===== src/rtl/dram_mux_pkg.sv =====
package dram_mux_pkg;
  typedef enum logic [2:0] {
    ST_IDLE,
    ST_RAS,
    ST_CAS,
    ST_PRE,
    ST_REF
  } seq_state_e;
endpackage


===== src/rtl/dram_ref_timer.sv =====
module dram_ref_timer #(
  parameter int REF_INTERVAL = 1000
) (
  input  logic clk_i,
  input  logic rst_ni,
  input  logic ack_i,
  output logic pending_o
);
  localparam int TW = (REF_INTERVAL > 2) ? $clog2(REF_INTERVAL) : 1;
  localparam logic [TW-1:0] LAST = TW'(REF_INTERVAL - 1);

  logic [TW-1:0] cnt_q;
  logic          tick;

  assign tick = (cnt_q == LAST);

  always_ff @(posedge clk_i or negedge rst_ni) begin
    if (!rst_ni) begin
      cnt_q     <= '0;
      pending_o <= 1'b0;
    end else begin
      cnt_q <= tick ? '0 : cnt_q + 1'b1;
      if (tick)       pending_o <= 1'b1;
      else if (ack_i) pending_o <= 1'b0;
    end
  end

  AST_PENDING_HOLD: assert property (@(posedge clk_i) disable iff (!rst_ni)
    pending_o && !ack_i |=> pending_o);
endmodule


===== src/rtl/dram_cell_array.sv =====
module dram_cell_array #(
  parameter int HALF_W = 2,
  parameter int DATA_W = 8
) (
  input  logic              clk_i,
  input  logic              rst_ni,
  input  logic [HALF_W-1:0] row_i,
  input  logic [HALF_W-1:0] col_i,
  input  logic              load_i,
  input  logic              wr_i,
  input  logic [DATA_W-1:0] wdata_i,
  input  logic              wb_i,
  output logic [DATA_W-1:0] rdata_o
);
  localparam int ROWS  = 1 << HALF_W;
  localparam int COLS  = 1 << HALF_W;
  localparam int LINE_W = COLS * DATA_W;

  logic [LINE_W-1:0] mem_q [ROWS];
  logic [LINE_W-1:0] rowbuf_q;
  logic [HALF_W-1:0] open_row_q;

  always_ff @(posedge clk_i or negedge rst_ni) begin
    if (!rst_ni) begin
      for (int r = 0; r < ROWS; r++) mem_q[r] <= '0;
      rowbuf_q   <= '0;
      open_row_q <= '0;
    end else begin
      if (load_i) begin
        rowbuf_q   <= mem_q[row_i];
        open_row_q <= row_i;
      end else if (wr_i) begin
        for (int c = 0; c < COLS; c++)
          if (col_i == HALF_W'(c)) rowbuf_q[c*DATA_W +: DATA_W] <= wdata_i;
      end
      if (wb_i) mem_q[open_row_q] <= rowbuf_q;
    end
  end

  always_comb begin
    rdata_o = '0;
    for (int c = 0; c < COLS; c++)
      if (col_i == HALF_W'(c)) rdata_o = rowbuf_q[c*DATA_W +: DATA_W];
  end

  // buffer must never be reloaded while it is being written back
  AST_NO_LOAD_DURING_WB: assert property (@(posedge clk_i) disable iff (!rst_ni)
    wb_i |-> !load_i);
endmodule


===== src/rtl/dram_seq_fsm.sv =====
module dram_seq_fsm
  import dram_mux_pkg::*;
#(
  parameter int HALF_W = 2,
  parameter int DATA_W = 8,
  parameter int T_RAS  = 2,
  parameter int T_CAS  = 2,
  parameter int T_PRE  = 2
) (
  input  logic                clk_i,
  input  logic                rst_ni,
  input  logic                req_valid_i,
  input  logic                req_we_i,
  input  logic [2*HALF_W-1:0] req_addr_i,
  input  logic [DATA_W-1:0]   req_wdata_i,
  output logic                req_ready_o,
  input  logic                ref_pending_i,
  output logic                ref_ack_o,
  output logic                ras_o,
  output logic                cas_o,
  output logic [HALF_W-1:0]   bus_addr_o,
  output logic [HALF_W-1:0]   arr_row_o,
  output logic [HALF_W-1:0]   arr_col_o,
  output logic                arr_load_o,
  output logic                arr_wr_o,
  output logic [DATA_W-1:0]   arr_wdata_o,
  output logic                arr_wb_o,
  input  logic [DATA_W-1:0]   arr_rdata_i,
  output logic                rsp_valid_o,
  output logic [DATA_W-1:0]   rsp_rdata_o
);
  localparam int T_MAX = (T_RAS > T_CAS) ? ((T_RAS > T_PRE) ? T_RAS : T_PRE)
                                         : ((T_CAS > T_PRE) ? T_CAS : T_PRE);
  localparam int CNT_W = $clog2(T_MAX + 1);

  seq_state_e        state_q;
  logic [CNT_W-1:0]  cnt_q;
  logic [HALF_W-1:0] row_q, col_q, ref_row_q;
  logic              we_q;
  logic [DATA_W-1:0] wdata_q;
  logic              last;

  always_comb begin
    unique case (state_q)
      ST_RAS, ST_REF: last = (cnt_q == CNT_W'(T_RAS - 1));
      ST_CAS:         last = (cnt_q == CNT_W'(T_CAS - 1));
      ST_PRE:         last = (cnt_q == CNT_W'(T_PRE - 1));
      default:        last = 1'b1;
    endcase
  end

  always_ff @(posedge clk_i or negedge rst_ni) begin
    if (!rst_ni) begin
      state_q     <= ST_IDLE;
      cnt_q       <= '0;
      row_q       <= '0;
      col_q       <= '0;
      ref_row_q   <= '0;
      we_q        <= 1'b0;
      wdata_q     <= '0;
      rsp_valid_o <= 1'b0;
      rsp_rdata_o <= '0;
    end else begin
      rsp_valid_o <= 1'b0;
      cnt_q       <= last ? '0 : cnt_q + 1'b1;
      unique case (state_q)
        ST_IDLE: begin
          cnt_q <= '0;
          if (ref_pending_i) begin
            state_q <= ST_REF;
          end else if (req_valid_i) begin
            state_q <= ST_RAS;
            row_q   <= req_addr_i[2*HALF_W-1:HALF_W];
            col_q   <= req_addr_i[HALF_W-1:0];
            we_q    <= req_we_i;
            wdata_q <= req_wdata_i;
          end
        end
        ST_RAS: if (last) state_q <= ST_CAS;
        ST_CAS: if (last) begin
          state_q <= ST_PRE;
          if (!we_q) begin
            rsp_valid_o <= 1'b1;
            rsp_rdata_o <= arr_rdata_i;
          end
        end
        ST_PRE: if (last) state_q <= ST_IDLE;
        ST_REF: if (last) begin
          state_q   <= ST_PRE;
          ref_row_q <= ref_row_q + 1'b1;
        end
        default: state_q <= ST_IDLE;
      endcase
    end
  end

  assign req_ready_o = (state_q == ST_IDLE) && !ref_pending_i;
  assign ref_ack_o   = (state_q == ST_IDLE) && ref_pending_i;
  assign ras_o       = (state_q == ST_RAS) || (state_q == ST_CAS) || (state_q == ST_REF);
  assign cas_o       = (state_q == ST_CAS);
  assign bus_addr_o  = (state_q == ST_CAS) ? col_q :
                       (state_q == ST_REF) ? ref_row_q : row_q;
  assign arr_row_o   = (state_q == ST_REF) ? ref_row_q : row_q;
  assign arr_col_o   = col_q;
  assign arr_load_o  = (state_q == ST_RAS) || (state_q == ST_REF);
  assign arr_wr_o    = (state_q == ST_CAS) && last && we_q;
  assign arr_wdata_o = wdata_q;
  assign arr_wb_o    = (state_q == ST_PRE);

  AST_CAS_UNDER_RAS: assert property (@(posedge clk_i) disable iff (!rst_ni)
    cas_o |-> ras_o);
  AST_READY_QUIET: assert property (@(posedge clk_i) disable iff (!rst_ni)
    req_ready_o |-> !ras_o && !cas_o);
  AST_RSP_PULSE: assert property (@(posedge clk_i) disable iff (!rst_ni)
    rsp_valid_o |=> !rsp_valid_o);
  AST_RSP_AFTER_CAS: assert property (@(posedge clk_i) disable iff (!rst_ni)
    rsp_valid_o |-> $past(cas_o));
  AST_REF_ROW_STEP: assert property (@(posedge clk_i) disable iff (!rst_ni)
    (ref_row_q != $past(ref_row_q)) |-> (ref_row_q == HALF_W'($past(ref_row_q) + 1'b1)));
  AST_REF_FIRST: assert property (@(posedge clk_i) disable iff (!rst_ni)
    ref_pending_i |-> !req_ready_o);
endmodule


===== src/rtl/dram_mux_ctrl.sv =====
module dram_mux_ctrl #(
  parameter int HALF_W       = 2,
  parameter int DATA_W       = 8,
  parameter int T_RAS        = 2,
  parameter int T_CAS        = 2,
  parameter int T_PRE        = 2,
  parameter int REF_INTERVAL = 1000
) (
  input  logic                clk_i,
  input  logic                rst_ni,
  input  logic                req_valid_i,
  output logic                req_ready_o,
  input  logic                req_we_i,
  input  logic [2*HALF_W-1:0] req_addr_i,
  input  logic [DATA_W-1:0]   req_wdata_i,
  output logic                rsp_valid_o,
  output logic [DATA_W-1:0]   rsp_rdata_o,
  output logic [HALF_W-1:0]   bus_addr_o,
  output logic                bus_ras_o,
  output logic                bus_cas_o
);
  logic              ref_pending, ref_ack;
  logic [HALF_W-1:0] arr_row, arr_col;
  logic              arr_load, arr_wr, arr_wb;
  logic [DATA_W-1:0] arr_wdata, arr_rdata;

  dram_ref_timer #(.REF_INTERVAL(REF_INTERVAL)) u_timer (
    .clk_i    (clk_i),
    .rst_ni   (rst_ni),
    .ack_i    (ref_ack),
    .pending_o(ref_pending)
  );

  dram_seq_fsm #(
    .HALF_W(HALF_W), .DATA_W(DATA_W),
    .T_RAS(T_RAS), .T_CAS(T_CAS), .T_PRE(T_PRE)
  ) u_fsm (
    .clk_i        (clk_i),
    .rst_ni       (rst_ni),
    .req_valid_i  (req_valid_i),
    .req_we_i     (req_we_i),
    .req_addr_i   (req_addr_i),
    .req_wdata_i  (req_wdata_i),
    .req_ready_o  (req_ready_o),
    .ref_pending_i(ref_pending),
    .ref_ack_o    (ref_ack),
    .ras_o        (bus_ras_o),
    .cas_o        (bus_cas_o),
    .bus_addr_o   (bus_addr_o),
    .arr_row_o    (arr_row),
    .arr_col_o    (arr_col),
    .arr_load_o   (arr_load),
    .arr_wr_o     (arr_wr),
    .arr_wdata_o  (arr_wdata),
    .arr_wb_o     (arr_wb),
    .arr_rdata_i  (arr_rdata),
    .rsp_valid_o  (rsp_valid_o),
    .rsp_rdata_o  (rsp_rdata_o)
  );

  dram_cell_array #(.HALF_W(HALF_W), .DATA_W(DATA_W)) u_array (
    .clk_i  (clk_i),
    .rst_ni (rst_ni),
    .row_i  (arr_row),
    .col_i  (arr_col),
    .load_i (arr_load),
    .wr_i   (arr_wr),
    .wdata_i(arr_wdata),
    .wb_i   (arr_wb),
    .rdata_o(arr_rdata)
  );
endmodule


===== config.mk =====
export PLATFORM = sky130hd
export DESIGN_NAME = dram_mux_ctrl
export DESIGN_NICKNAME = d
export VERILOG_FILES = /design/src/rtl/dram_mux_pkg.sv /design/src/rtl/dram_ref_timer.sv /design/src/rtl/dram_cell_array.sv /design/src/rtl/dram_seq_fsm.sv /design/src/rtl/dram_mux_ctrl.sv
export SDC_FILE = /design/constraint.sdc
export NUM_CORES = 1
export LEC_CHECK = 0
export CORE_AREA = 2 2 155 157
export DETAILED_ROUTE_END_ITERATION = 12
export DIE_AREA = 0 0 157 159
export DONT_BUFFER_PORTS = 1
export PLACE_DENSITY_LB_ADDON = 0.3
export RECOVER_POWER = 25
export SLEW_MARGIN = 10
export SYNTH_ARGS = -nofsm -noshare
export SYNTH_HDL_FRONTEND = slang
export SYNTH_HIERARCHICAL = 1
export SYNTH_SLANG_ARGS = --single-unit

===== constraint.sdc =====
create_clock -name clk_i -period 2.7 [get_ports clk_i]
set_clock_uncertainty 0.05 [all_clocks]
set_input_delay 0.135 -clock clk_i [delete_from_list [all_inputs] [get_ports clk_i]]
set_output_delay 0.135 -clock clk_i [all_outputs]
set_load 0.03 [all_outputs]

==> reports/results.tsv <==
stage	metric	value	unit
critical_path	rrSetupSlack	0.33	ns
sta	worst_slew_pin_slew	0.877	ns
global_route	grt_pass1_vias	5991	
route	wl	20700	um
route	drtIter0Drc	241	
route	vias	5491	
placed_design	portBuffers	0	
final_layout	nNetsFinal	692	
placed_design	place_hpwl	12500	um
global_route	grt_max_degree	203	
critical_path	cp_slowest_cell	dfrtp_1	
sta	hold_slack	-0.726	ns
synth	ys_ff_latch	202	
critical_path	cp-end-kind	primary output	
final_layout	drive_gt1_share	36.0	%
floorplan	die_width	157	um
synth	syn_avg_cell_area	14.0	um^2
critical_path	cpMostUsedCell	mux2_2	
synth	synth_fp_nets	678	
outcome	outcome	complete, but fails checks	
job	maxCapViolCount	0	
route	drc_errors	0	
synth	ys_top_cells_by_count	dfrtp_1, mux2_2, mux2i_1	
clock_network	postCtsHoldBufs	14	
clock_network	tritoncts	built	
sta	tns	0	ns
synth	yosysMostFrequentCell	dfrtp_1	
clock_network	post-cts-setup-buffer-count	0	
route	drt_pass1_iterations	4	
synth	synthArstFlopShare	100	%
critical_path	cp.required	2.52	ns
critical_path	startpoint_type	register	
synth	synth_flop_cell	dfrtp_1	
global_route	antenna_found_initial	0	
critical_path	crit_family	multiplexers	
global_route	grt_pass1_wl	33900	um
final_layout	antenna_cells	0	
power_and_ir_drop	irDropWorstVdd	0.584	mV
critical_path	critical_path.max_fanout	28	
synth	synth-seq-area-share	54.7	%
sta	rsz0062_at_grt	false	
clock_network	cts_root_buffer	clkbuf_16	
sta	final.min_clock_period	2.56	ns
floorplan	io_pins	30	
clock_network	htree_num_levels	1	
floorplan	die-area	25000	um^2
power_and_ir_drop	finalPower	13100	uW
synth	syn-cell-area	9240	um^2
synth	syn-instance-count	660	
route	wl_per_cell	20.6	um
synth	synth_area_leader_cell	dfrtp_1	
sta	setup_viol	0	
sta	timing.fmax	0.390	GHz
outcome	violations	negative hold slack	
floorplan	rows	56	
synth	synth_edf_count	0	
synth	synthTopCellsByArea	dfrtp_1, mux2_2, mux2i_1	
clock_network	cts_buffers	22	
placed_design	place.gp.congestion	0.768	
min_path	hp-class	input pin to asynchronous set/reset pin	
sta	min_period_over_period	94.9	%
final_layout	syn2layout_area_growth	14.0	%
sta	finalHoldViolCount	202	
sta	drv_slew	0	
power_and_ir_drop	power_leakage	0.00476	uW
power_and_ir_drop	cellPowerDensity	1240	nW/um^2
route	ant_nets	0	
clock_network	max-clock-path-buffers	3	
global_route	track_usage	17.3	%
synth	yosysWarnings	6	
floorplan	die_h	159	um
synth	synth.top_cell.area_share	54.7	%
global_route	gr-total-overflow	0	
clock_network	clk_pin_slew_worst_paths	0.06	ns
clock_network	clock-sinks	202	
critical_path	crit_type	register to primary output	
floorplan	core_region_area	23200	um^2
clock_network	clock_latency	0.50	ns
route	avgViaCountPerCell	5.45	
critical_path	cp_cell_sequence	nor3b_2 -> mux2_2 -> buf_4 -> mux2_2	
sta	maxSlewHeadroom	41.5	%
critical_path	max_stage_delay	0.51	ns
synth	yosysUniqueCellTypes	49	
critical_path	arrival	2.38	ns
critical_path	crit_buf_inv	1	
floorplan	start_util	39.8	%
per-stage QoR:
stage | area (um^2) | util, % | hold WS [ns] | setup slack [ns] | cells
2_1_floorplan | 9240 | - | -0.211 | 0.217 | 660
3_3_place_gp | 9610 | 41.4 | -0.205 | 0.329 | 955
3_5_place_dp | 9610 | 41.4 | -0.205 | 0.216 | 955
4_1_cts | 10500 | 45.4 | -0.744 | 0.0286 | 1008
5_1_grt | 10500 | 45.4 | -0.745 | 0.0400 | 1008
6_report | 10500 | 45.4 | -0.726 | 0.137 | 1008
power breakdown:
group / leakage (uW) / total, uW / switching [uW] / internal, uW
logic: 0.00181 / 4410 / 2040 / 2360
registers: 0.00256 / 5540 / 1200 / 4340
clock network: 0.000387 / 3150 / 1210 / 1940
layer usage:
| layer | track usage, % | vias up | share of wire, % |
|---|---|---|---|
| met2 | 29.3 | 86 | 50 |
| met5 | 0 | - | 0 |
| met3 | 2.75 | 32 | 3.8 |
| li1 | - | 2476 | - |
| met4 | 4.80 | 0 | 2.3 |
| met1 | 23.0 | 2897 | 44 |
sequential cells by signal, indices dropped and copies added (netlist names):
register	cells
u_array/rowbuf_q	32
u_array/mem_q	128
u_fsm/state_q	3
u_fsm/rsp_valid_o	1
u_timer/cnt_q	10
u_fsm/arr_col_o	2
u_fsm/row_q	2
u_fsm/rsp_rdata_o	8
u_array/open_row_q	2
u_fsm/cnt_q	2
u_fsm/ref_row_q	2
u_timer/pending_o	1
u_fsm/we_q	1
u_fsm/arr_wdata_o	8
path summary, 6_finish.rpt:
kind                                  start                    to  cells past startpoint
max                        u_fsm/state_q[0]         bus_addr_o[0]                      4
min                                  rst_ni      u_timer/cnt_q[6]                      0
max reg2reg                u_fsm/state_q[0]  u_array/rowbuf_q[24]                      7
min reg2reg                  u_fsm/cnt_q[0]        u_fsm/cnt_q[0]                      1
max in group asynchronous            rst_ni     u_array/mem_q[31]                      0
min in group clk_i           req_wdata_i[3]  u_fsm/arr_wdata_o[3]                      2
cell type report:
class / count / area (um^2)
Inverter: 7 / 26.3
Multi-Input combinational cell: 404 / 3900
Clock buffer: 30 / 672
Clock inverter: 9 / 109
Timing Repair Buffer: 37 / 375
Sequential cell: 202 / 5060
Fill cell: 2059 / 12700
Tap cell: 319 / 399
repair_timing:
action	in CTS	in global routing
hold endpoints to repair	216	202
endpoints found under the setup margin	1	1
gates resized for setup	1	1
cells in the final DEF (no fill, tap or decap), types with 5 or more instances in the layout:
master / n
inv_1: 7
nor2_1: 14
mux2i_1: 65
dfrtp_1: 201
clkbuf_8: 7
a22o_1: 19
nand2_1: 16
mux2_4: 8
dlygate4sd3_1: 14
o221ai_1: 13
buf_12: 5
a211oi_1: 16
clkbuf_16: 23
xnor2_1: 5
mux4_2: 5
buf_4: 18
mux2_2: 159
nor3_1: 21
nand3_1: 8
logic make-up (layout without fill, tap and decap cells):
logic type,after synthesis,after routing,synth area share (%)
muxes,240,240,29.8
buffers and inverters,54,83,3.29
DFF,202,202,54.7
AOI/OAI and AO/OA,64,64,5.73
adders and majority gates,2,2,0.271
xor gates and xnor gates,9,9,0.853
and+or+nand+nor,89,89,5.34
Power figures use the tool's default switching activity.
